===== src/rtl/bpar_pkg.sv =====
package bpar_pkg;
  localparam int AD_W_DEF = 32;
  localparam int BE_W_DEF = 4;
  localparam int CMD_W    = 4;

  // Commands whose address phase parity is checked: I/O, memory, configuration.
  function automatic logic cmd_checked(input logic [CMD_W-1:0] cmd);
    logic hit;
    case (cmd)
      4'b0010, 4'b0011,                   // I/O read / write
      4'b0110, 4'b0111,                   // memory read / write
      4'b1010, 4'b1011,                   // configuration read / write
      4'b1100, 4'b1110, 4'b1111: hit = 1'b1; // memory multi / line / invalidate
      default:                   hit = 1'b0;
    endcase
    return hit;
  endfunction
endpackage


===== src/rtl/bpar_gen.sv =====
module bpar_gen #(
  parameter int AD_W = bpar_pkg::AD_W_DEF,
  parameter int BE_W = bpar_pkg::BE_W_DEF
) (
  input  logic            clk,
  input  logic            rst_n,
  input  logic [AD_W-1:0] ad_i,
  input  logic [BE_W-1:0] cbe_i,
  input  logic            ad_oe_i,
  output logic            par_o,
  output logic            par_oe_o
);
  localparam int W = AD_W + BE_W;

  function automatic logic even_fill(input logic [W-1:0] v);
    logic acc;
    acc = 1'b0;
    for (int i = 0; i < W; i++) acc = acc ^ v[i];
    return acc;
  endfunction

  logic par_next;
  assign par_next = even_fill({ad_i, cbe_i});

  always_ff @(posedge clk or negedge rst_n) begin
    if (!rst_n) begin
      par_o    <= 1'b0;
      par_oe_o <= 1'b0;
    end else begin
      par_o    <= par_next;
      par_oe_o <= ad_oe_i;
    end
  end

  a_r1_even_total: assert property (@(posedge clk) disable iff (!rst_n)
    ad_oe_i |=> ((^{par_o, $past(ad_i), $past(cbe_i)}) == 1'b0));
  a_r2_oe_follows: assert property (@(posedge clk) disable iff (!rst_n)
    ad_oe_i |=> par_oe_o);
  a_r2_oe_quiet: assert property (@(posedge clk) disable iff (!rst_n)
    !ad_oe_i |=> !par_oe_o);
endmodule


===== src/rtl/bpar_dchk.sv =====
module bpar_dchk #(
  parameter int AD_W = bpar_pkg::AD_W_DEF,
  parameter int BE_W = bpar_pkg::BE_W_DEF
) (
  input  logic            clk,
  input  logic            rst_n,
  input  logic [AD_W-1:0] ad_i,
  input  logic [BE_W-1:0] cbe_i,
  input  logic            ad_oe_i,
  input  logic            claim_i,
  input  logic            xfer_i,
  input  logic            par_i,
  output logic            data_err_o
);
  localparam int W = AD_W + BE_W;

  function automatic logic even_fill(input logic [W-1:0] v);
    logic acc;
    acc = 1'b0;
    for (int i = 0; i < W; i++) acc = acc ^ v[i];
    return acc;
  endfunction

  logic cap_vld, cap_par;

  always_ff @(posedge clk or negedge rst_n) begin
    if (!rst_n) begin
      cap_vld <= 1'b0;
      cap_par <= 1'b0;
    end else begin
      cap_vld <= xfer_i & claim_i & ~ad_oe_i;
      cap_par <= even_fill({ad_i, cbe_i});
    end
  end

  assign data_err_o = cap_vld & (cap_par != par_i);

  a_r5_err_needs_rx_phase: assert property (@(posedge clk) disable iff (!rst_n)
    data_err_o |-> $past(xfer_i && claim_i && !ad_oe_i));
endmodule


===== src/rtl/bpar_achk.sv =====
module bpar_achk #(
  parameter int AD_W = bpar_pkg::AD_W_DEF,
  parameter int BE_W = bpar_pkg::BE_W_DEF
) (
  input  logic            clk,
  input  logic            rst_n,
  input  logic [AD_W-1:0] ad_i,
  input  logic [BE_W-1:0] cbe_i,
  input  logic            addr_vld_i,
  input  logic            par_i,
  output logic            addr_err_o
);
  localparam int W = AD_W + BE_W;

  function automatic logic even_fill(input logic [W-1:0] v);
    logic acc;
    acc = 1'b0;
    for (int i = 0; i < W; i++) acc = acc ^ v[i];
    return acc;
  endfunction

  logic acap_vld, acap_par;

  always_ff @(posedge clk or negedge rst_n) begin
    if (!rst_n) begin
      acap_vld <= 1'b0;
      acap_par <= 1'b0;
    end else begin
      acap_vld <= addr_vld_i & bpar_pkg::cmd_checked(cbe_i[bpar_pkg::CMD_W-1:0]);
      acap_par <= even_fill({ad_i, cbe_i});
    end
  end

  assign addr_err_o = acap_vld & (acap_par != par_i);

  a_r9_addr_needs_phase: assert property (@(posedge clk) disable iff (!rst_n)
    addr_err_o |-> $past(addr_vld_i));
endmodule


===== src/rtl/bpar_perr_drv.sv =====
module bpar_perr_drv (
  input  logic clk,
  input  logic rst_n,
  input  logic data_err_i,
  input  logic addr_err_i,
  input  logic per_en_i,
  output logic perr_n_o,
  output logic perr_oe_o,
  output logic dpd_o,
  output logic dpe_o
);
  logic perr_q, tail_q, dpe_q;

  always_ff @(posedge clk or negedge rst_n) begin
    if (!rst_n) begin
      perr_q <= 1'b0;
      tail_q <= 1'b0;
      dpe_q  <= 1'b0;
    end else begin
      perr_q <= data_err_i & per_en_i;
      tail_q <= perr_q;
      dpe_q  <= data_err_i | addr_err_i;
    end
  end

  assign perr_n_o  = ~perr_q;
  assign perr_oe_o = perr_q | tail_q;
  assign dpd_o     = perr_q;
  assign dpe_o     = dpe_q;

  a_r3_perr_two_after: assert property (@(posedge clk) disable iff (!rst_n)
    (data_err_i && per_en_i) |=> (!perr_n_o && perr_oe_o));
  a_r6_high_tail: assert property (@(posedge clk) disable iff (!rst_n)
    (perr_oe_o && !perr_n_o) |=> perr_oe_o);
  a_r7_no_drive_when_off: assert property (@(posedge clk) disable iff (!rst_n)
    (data_err_i && !per_en_i && !perr_oe_o) |=> (dpe_o && !dpd_o && perr_n_o));
  a_r8_dpd_implies_dpe: assert property (@(posedge clk) disable iff (!rst_n)
    dpd_o |-> dpe_o);
endmodule


===== src/rtl/bpar_unit.sv =====
module bpar_unit #(
  parameter int AD_W = bpar_pkg::AD_W_DEF,
  parameter int BE_W = bpar_pkg::BE_W_DEF
) (
  input  logic            clk,
  input  logic            rst_n,
  input  logic [AD_W-1:0] ad_i,
  input  logic [BE_W-1:0] cbe_i,
  input  logic            ad_oe_i,
  input  logic            addr_vld_i,
  input  logic            claim_i,
  input  logic            xfer_i,
  input  logic            par_i,
  input  logic            per_en_i,
  output logic            par_o,
  output logic            par_oe_o,
  output logic            perr_n_o,
  output logic            perr_oe_o,
  output logic            evt_dpd_o,
  output logic            evt_dpe_o
);
  logic data_err;
  logic addr_err;

  bpar_gen #(.AD_W(AD_W), .BE_W(BE_W)) u_gen (
    .clk(clk), .rst_n(rst_n), .ad_i(ad_i), .cbe_i(cbe_i),
    .ad_oe_i(ad_oe_i), .par_o(par_o), .par_oe_o(par_oe_o)
  );

  bpar_dchk #(.AD_W(AD_W), .BE_W(BE_W)) u_dchk (
    .clk(clk), .rst_n(rst_n), .ad_i(ad_i), .cbe_i(cbe_i),
    .ad_oe_i(ad_oe_i), .claim_i(claim_i), .xfer_i(xfer_i),
    .par_i(par_i), .data_err_o(data_err)
  );

  bpar_achk #(.AD_W(AD_W), .BE_W(BE_W)) u_achk (
    .clk(clk), .rst_n(rst_n), .ad_i(ad_i), .cbe_i(cbe_i),
    .addr_vld_i(addr_vld_i), .par_i(par_i), .addr_err_o(addr_err)
  );

  bpar_perr_drv u_drv (
    .clk(clk), .rst_n(rst_n), .data_err_i(data_err), .addr_err_i(addr_err),
    .per_en_i(per_en_i), .perr_n_o(perr_n_o), .perr_oe_o(perr_oe_o),
    .dpd_o(evt_dpd_o), .dpe_o(evt_dpe_o)
  );

  a_r5_perr_needs_claim: assert property (@(posedge clk) disable iff (!rst_n)
    !perr_n_o |-> $past(claim_i && xfer_i && !ad_oe_i, 2));
  a_r9_addr_no_perr: assert property (@(posedge clk) disable iff (!rst_n)
    (addr_err && !data_err) |=> (evt_dpe_o && !evt_dpd_o && perr_n_o));
endmodule


===== config.mk =====
export PLATFORM = sky130hd
export DESIGN_NAME = bpar_unit
export DESIGN_NICKNAME = d
export VERILOG_FILES = /design/src/rtl/bpar_pkg.sv /design/src/rtl/bpar_gen.sv /design/src/rtl/bpar_dchk.sv /design/src/rtl/bpar_achk.sv /design/src/rtl/bpar_perr_drv.sv /design/src/rtl/bpar_unit.sv
export SDC_FILE = /design/constraint.sdc
export NUM_CORES = 1
export LEC_CHECK = 0
export BUFFER_PORTS_ARGS = -buffer_cell sky130_fd_sc_hd__buf_2
export CAP_MARGIN = 20
export CORE_ASPECT_RATIO = 1.5
export CORE_MARGIN = 8
export CORE_UTILIZATION = 25
export DETAILED_ROUTE_END_ITERATION = 12
export GPL_TIMING_DRIVEN = 1
export MAX_ROUTING_LAYER = met4
export SLEW_MARGIN = 20
export SYNTH_ARGS = -nofsm -noshare
export SYNTH_HDL_FRONTEND = slang
export SYNTH_HIERARCHICAL = 1
export SYNTH_SLANG_ARGS = --single-unit

===== constraint.sdc =====
create_clock -name clk -period 1.2 [get_ports clk]
set_input_delay 0.06 -clock clk [delete_from_list [all_inputs] [get_ports clk]]
set_output_delay 0.06 -clock clk [all_outputs]
set_load 0.02 [all_outputs]

# Yosys cells after proc, flatten, opt, wreduce, memory -nomap -nowiden
# Memories as Yosys holds them, arrays and structs flattened.
# Cells that the tools add are included.
# word_totals
register_bits	7
mem_bits_ro	16
inputBits	44
output_inout_bits	6
wordCells	54
mem_count	1
# op_classes
eq_ne	1
bitwise_logic	45
# mem_list
name	depth	word_bits	rd	rd_clocked_by_memory_dff	write_ports	line	rtl
(name not given)	16	1	1	0	0	bpar_pkg.sv:9	case (cmd)
# op_table
cell	n
1-bit bitwise XOR	35
1-bit bitwise AND	6
1-bit NOT	2
1-bit bitwise OR	2
1-bit inequality test	1

# Longest topological paths before layout
# logic_depth
word_depth	35
mapped_depth	7

# By module
# The synthesis kept the hierarchy.
# by_module_without_submodules
mod	n_inst	cells_each	area_each_um2	seq_area_each_um2
bpar_achk	1	43	410.4	50.0
bpar_dchk	1	40	384.1	50.0
bpar_gen	1	36	361.6	50.0
bpar_perr_drv	1	7	97.6	75.1

# Worst setup path after synthesis
# No wires, ideal clock.
# synth_timing
path_kind	input -> register
start	input port cbe_i[1]
end	register u_achk.acap_par
t_arrival_ns	1.298
setup_slack_ns	-0.221
stages	7
path_buffers	0
cell_sequence	inv_1 ha_1 xnor2_1 xnor2_1 xnor2_2 xnor3_1 xnor2_1
# synth_between
elab_chain_len	35
# synth_lines
item	line	rtl
start, declared	bpar_unit.sv:8	input logic [BE_W-1:0] cbe_i,
1-bit bitwise XOR (35 in a row)	bpar_achk.sv:18	for (int i = 0; i < W; i++) acc = acc ^ v[i];
end signal, assigned	bpar_achk.sv:30	acap_par <= even_fill({ad_i, cbe_i});
end, declared	bpar_achk.sv:22	logic acap_vld, acap_par;
# No other way between the ends.

# Worst setup path after layout
# layout_timing
start	input port cbe_i[3]
end	register u_achk.acap_par
# layout_between
elab_chain_len	33
# layout_lines
item	line
1-bit bitwise XOR (33 in a row)	bpar_achk.sv:18
# No other way between the ends.

==> results.json <==
{
  "worstRegToRegCells": 3,
  "drive_above_1_share_pct": 46.39,
  "synth_top_area_share_pct": 59.38,
  "vias": 991,
  "grt_usage_pct": 7.563,
  "peakVddDrop_mv": 0.4001,
  "synth_mux_area_share_pct": 0,
  "worst_pin_slew_ns": 0.2414,
  "synth_nets": 171,
  "ant_nets": 0,
  "syn_inst": 126,
  "synth_area_mm2": 0.001254,
  "firstDrtPassIters": 2,
  "critPathMaxStageDelay_ns": 0.46,
  "grt_pass1_vias": 1112,
  "die_area_mm2": 0.007584,
  "crit_type": "in2reg",
  "area_growth_pct": 63.27,
  "drv_slew": 0,
  "yosys.area_share.simple_pct": 4.192,
  "routedWlPerCell_um": 10.97,
  "routed_wl_um": 2851,
  "maxCapViolations": 0,
  "clk_latency_ns": 0.23,
  "fin_area_mm2": 0.002047,
  "via_per_inst": 3.812,
  "yosys_warnings": 6,
  "die_y_um": 102.7,
  "regToRegStartpoint": "u_dchk/cap_par",
  "fin_cells": 260,
  "cts_root_buf": "clkbuf_8",
  "layout_commonest_cell": "xnor2_1",
  "setup_viol": 0,
  "slew_headroom_pct": 83.79,
  "outcome": "finished, final reports clean",
  "htree_levels": 1,
  "gr-total-overflow": 0,
  "synth_area_per_cell_um2": 9.950,
  "combPwrFrac_pct": 67.1,
  "cp.required_ns": 1.30,
  "start_util_pct": 25.86,
  "rows": 31,
  "arrival_ns": 1.29,
  "rsz0062_at_grt": "true",
  "critPathLaunchType": "input port",
  "r2r-end": "u_drv/dpe_o",
  "r2r_slack_ns": 0.22,
  "grt_max_degree": 10,
  "place_area_mm2": 0.001727,
  "clk_pin_slew_ns": 0.04,
  "critical-path-slowest-cell": "xnor3_1",
  "ys_seq_elements": 9,
  "n_antenna_cell": 0,
  "p_seq_share_pct": 18.0,
  "crit_start": "cbe_i[3]",
  "ys_seq_area_share_pct": 17.96,
  "antenna_found_initial": 0,
  "nets": 240,
  "timing_hold_violations_final": 0,
  "clock_sink_count": 9,
  "fmax_mhz": 840.3,
  "io_buffers": 49,
  "synth_compound_area_share_pct": 0.3992,
  "core-area_mm2": 0.004848,
  "p_sw_mw": 0.7356,
  "cts_made_buffers": 3,
  "synth_top_family_by_area": "XOR/XNOR gates",
  "synth_top_cell_by_area": "xnor2_1",
  "ys_top_cells_by_area": "xnor2_1 (59%), dfrtp_1 (18%), xor2_1 (9.8%)",
  "power_density_mw_per_mm2": 1110,
  "path_cells": "buf_6 > xnor2_1 > xnor2_1 > xnor2_1 > xnor3_1 > xnor2_1",
  "synthDistinctLibCells": 12,
  "grt_first_pass_wirelength_um": 4429,
  "cts_buffer_depth": 2,
  "drc": 0,
  "dp.cells": 255,
  "timing.final.crit_period_ns": 1.190,
  "final_cell_mix": "xnor2_1 (66), buf_2 (37), xnor2_2 (18)",
  "swShare_pct": 32.38,
  "crit_end": "u_achk/acap_par",
  "skew_ns": 0.0004784,
  "fin_crit_sh_pct": 99.17,
  "first_iter_violations": 7,
  "gp_congestion": 0.7290,
  "holdCritPathClass": "in2reg",
  "ios": 50,
  "die_w_um": 73.82,
  "utilization_pct": 42.22,
  "path_common_cell": "xnor2_1",
  "p_leak_nw": 0.8845,
  "synthAdderAreaFrac_pct": 0.9980,
  "worstPathMaxFanout": 4,
  "clockPowerShare_pct": 14.9,
  "p_int_mw": 1.536,
  "worstSetupEndpointType": "register",
  "filler_cell_count": 487,
  "cts_tree": "built",
  "synth_xor_area_share_pct": 75.85
}
worst max-delay path, delay by kind of cell:
kind,cells,cell delay (ns)
XOR/XNOR,5,1.11
buffers and inverters,1,0.12
registers in the layout, summed over array words and instances, names as in the netlist:
signal and count:
u_dchk/cap_vld 1, u_achk/acap_vld 1, u_dchk/cap_par 1, u_achk/acap_par 1
u_gen/par_oe_o 1, u_gen/par_o 1, u_drv/dpe_o 1, u_drv/dpd_o 1
u_drv/tail_q 1
through the flow:
stage          power [mW]  setup slack [ns]  hold slack [ns]  setup TNS [ns]
6_report            2.272          0.009940          0.04439               0
5_1_grt             2.461          -0.06047          0.03404         -0.1267
4_1_cts             2.225         0.0005872          0.03456               0
3_5_place_dp        1.836           -0.3350         -0.07899         -0.8818
3_3_place_gp        1.819           -0.2955         -0.08272         -0.7874
2_1_floorplan       1.485          -0.04055          -0.2356        -0.04055
cell type report:
type | instances | area, µm² | share of cell area (%)
clock buffer | 4 | 45.04 | 2.200
tap | 66 | 82.58 | 4.034
timing repair buffer | 64 | 452.9 | 22.13
sequential | 9 | 225.2 | 11.00
multi-input combinational | 115 | 1221 | 59.66
inverter | 2 | 20.02 | 0.9780
metal layers:
layer	track usage, %	vias up	part of all wire [%]
met3	1.266	0	5.5
met1	6.940	449	36
li1	-	514	-
met4	2.318	0	0
met2	15.07	28	59
met5	-	-	0
synthesized netlist by cell type:
| cell type | n |
|---|---|
| o21ai_0 | 1 |
| nor2_1 | 1 |
| xor2_1 | 14 |
| ha_1 | 1 |
| dfrtp_1 | 9 |
| xnor2_1 | 85 |
| xnor3_1 | 3 |
| inv_1 | 2 |
| or2_1 | 2 |
| xnor2_2 | 1 |
| and2_1 | 4 |
| nand2_1 | 3 |
kinds of logic after synthesis:
logic type               Yosys count
XOR/XNOR                         103
AND/OR/NAND/NOR                   10
flip-flops                         9
buffers and inverters              2
AO/OA/AOI/OAI                      1
adder cells (fa/ha/maj)            1
power groups by stage:
stage | combinational (mW) | clock [mW] | sequential (mW)
after global placement | 1.41 | 0 | 0.413
after global routing | 1.67 | 0.375 | 0.414
final | 1.52 | 0.338 | 0.410
after CTS | 1.46 | 0.357 | 0.410
after floorplan | 1.03 | 0 | 0.452
after detailed placement | 1.42 | 0 | 0.415
worst min path at each step:
stage,from,to,cells past startpoint,slack (ns)
2_1_floorplan,rst_n,u_achk/acap_par,0,-0.24
3_3_place_gp,rst_n,u_drv/dpd_o,1,-0.08
3_5_place_dp,rst_n,u_drv/dpd_o,1,-0.08
4_1_cts,addr_vld_i,u_achk/acap_vld,2,0.03
5_1_grt,per_en_i,u_drv/dpd_o,2,0.03
6_report,addr_vld_i,u_achk/acap_vld,2,0.04
what timing repair did:
action                                 CTS  global route
hold buffers                             2             0
resized for setup                       15            39
pin swaps                               13            21
setup endpoints to repair                3             3
buffers inserted                         2             0
endpoints found under the hold margin   11             0
No activity file was read; power rests on OpenSTA's default activity.
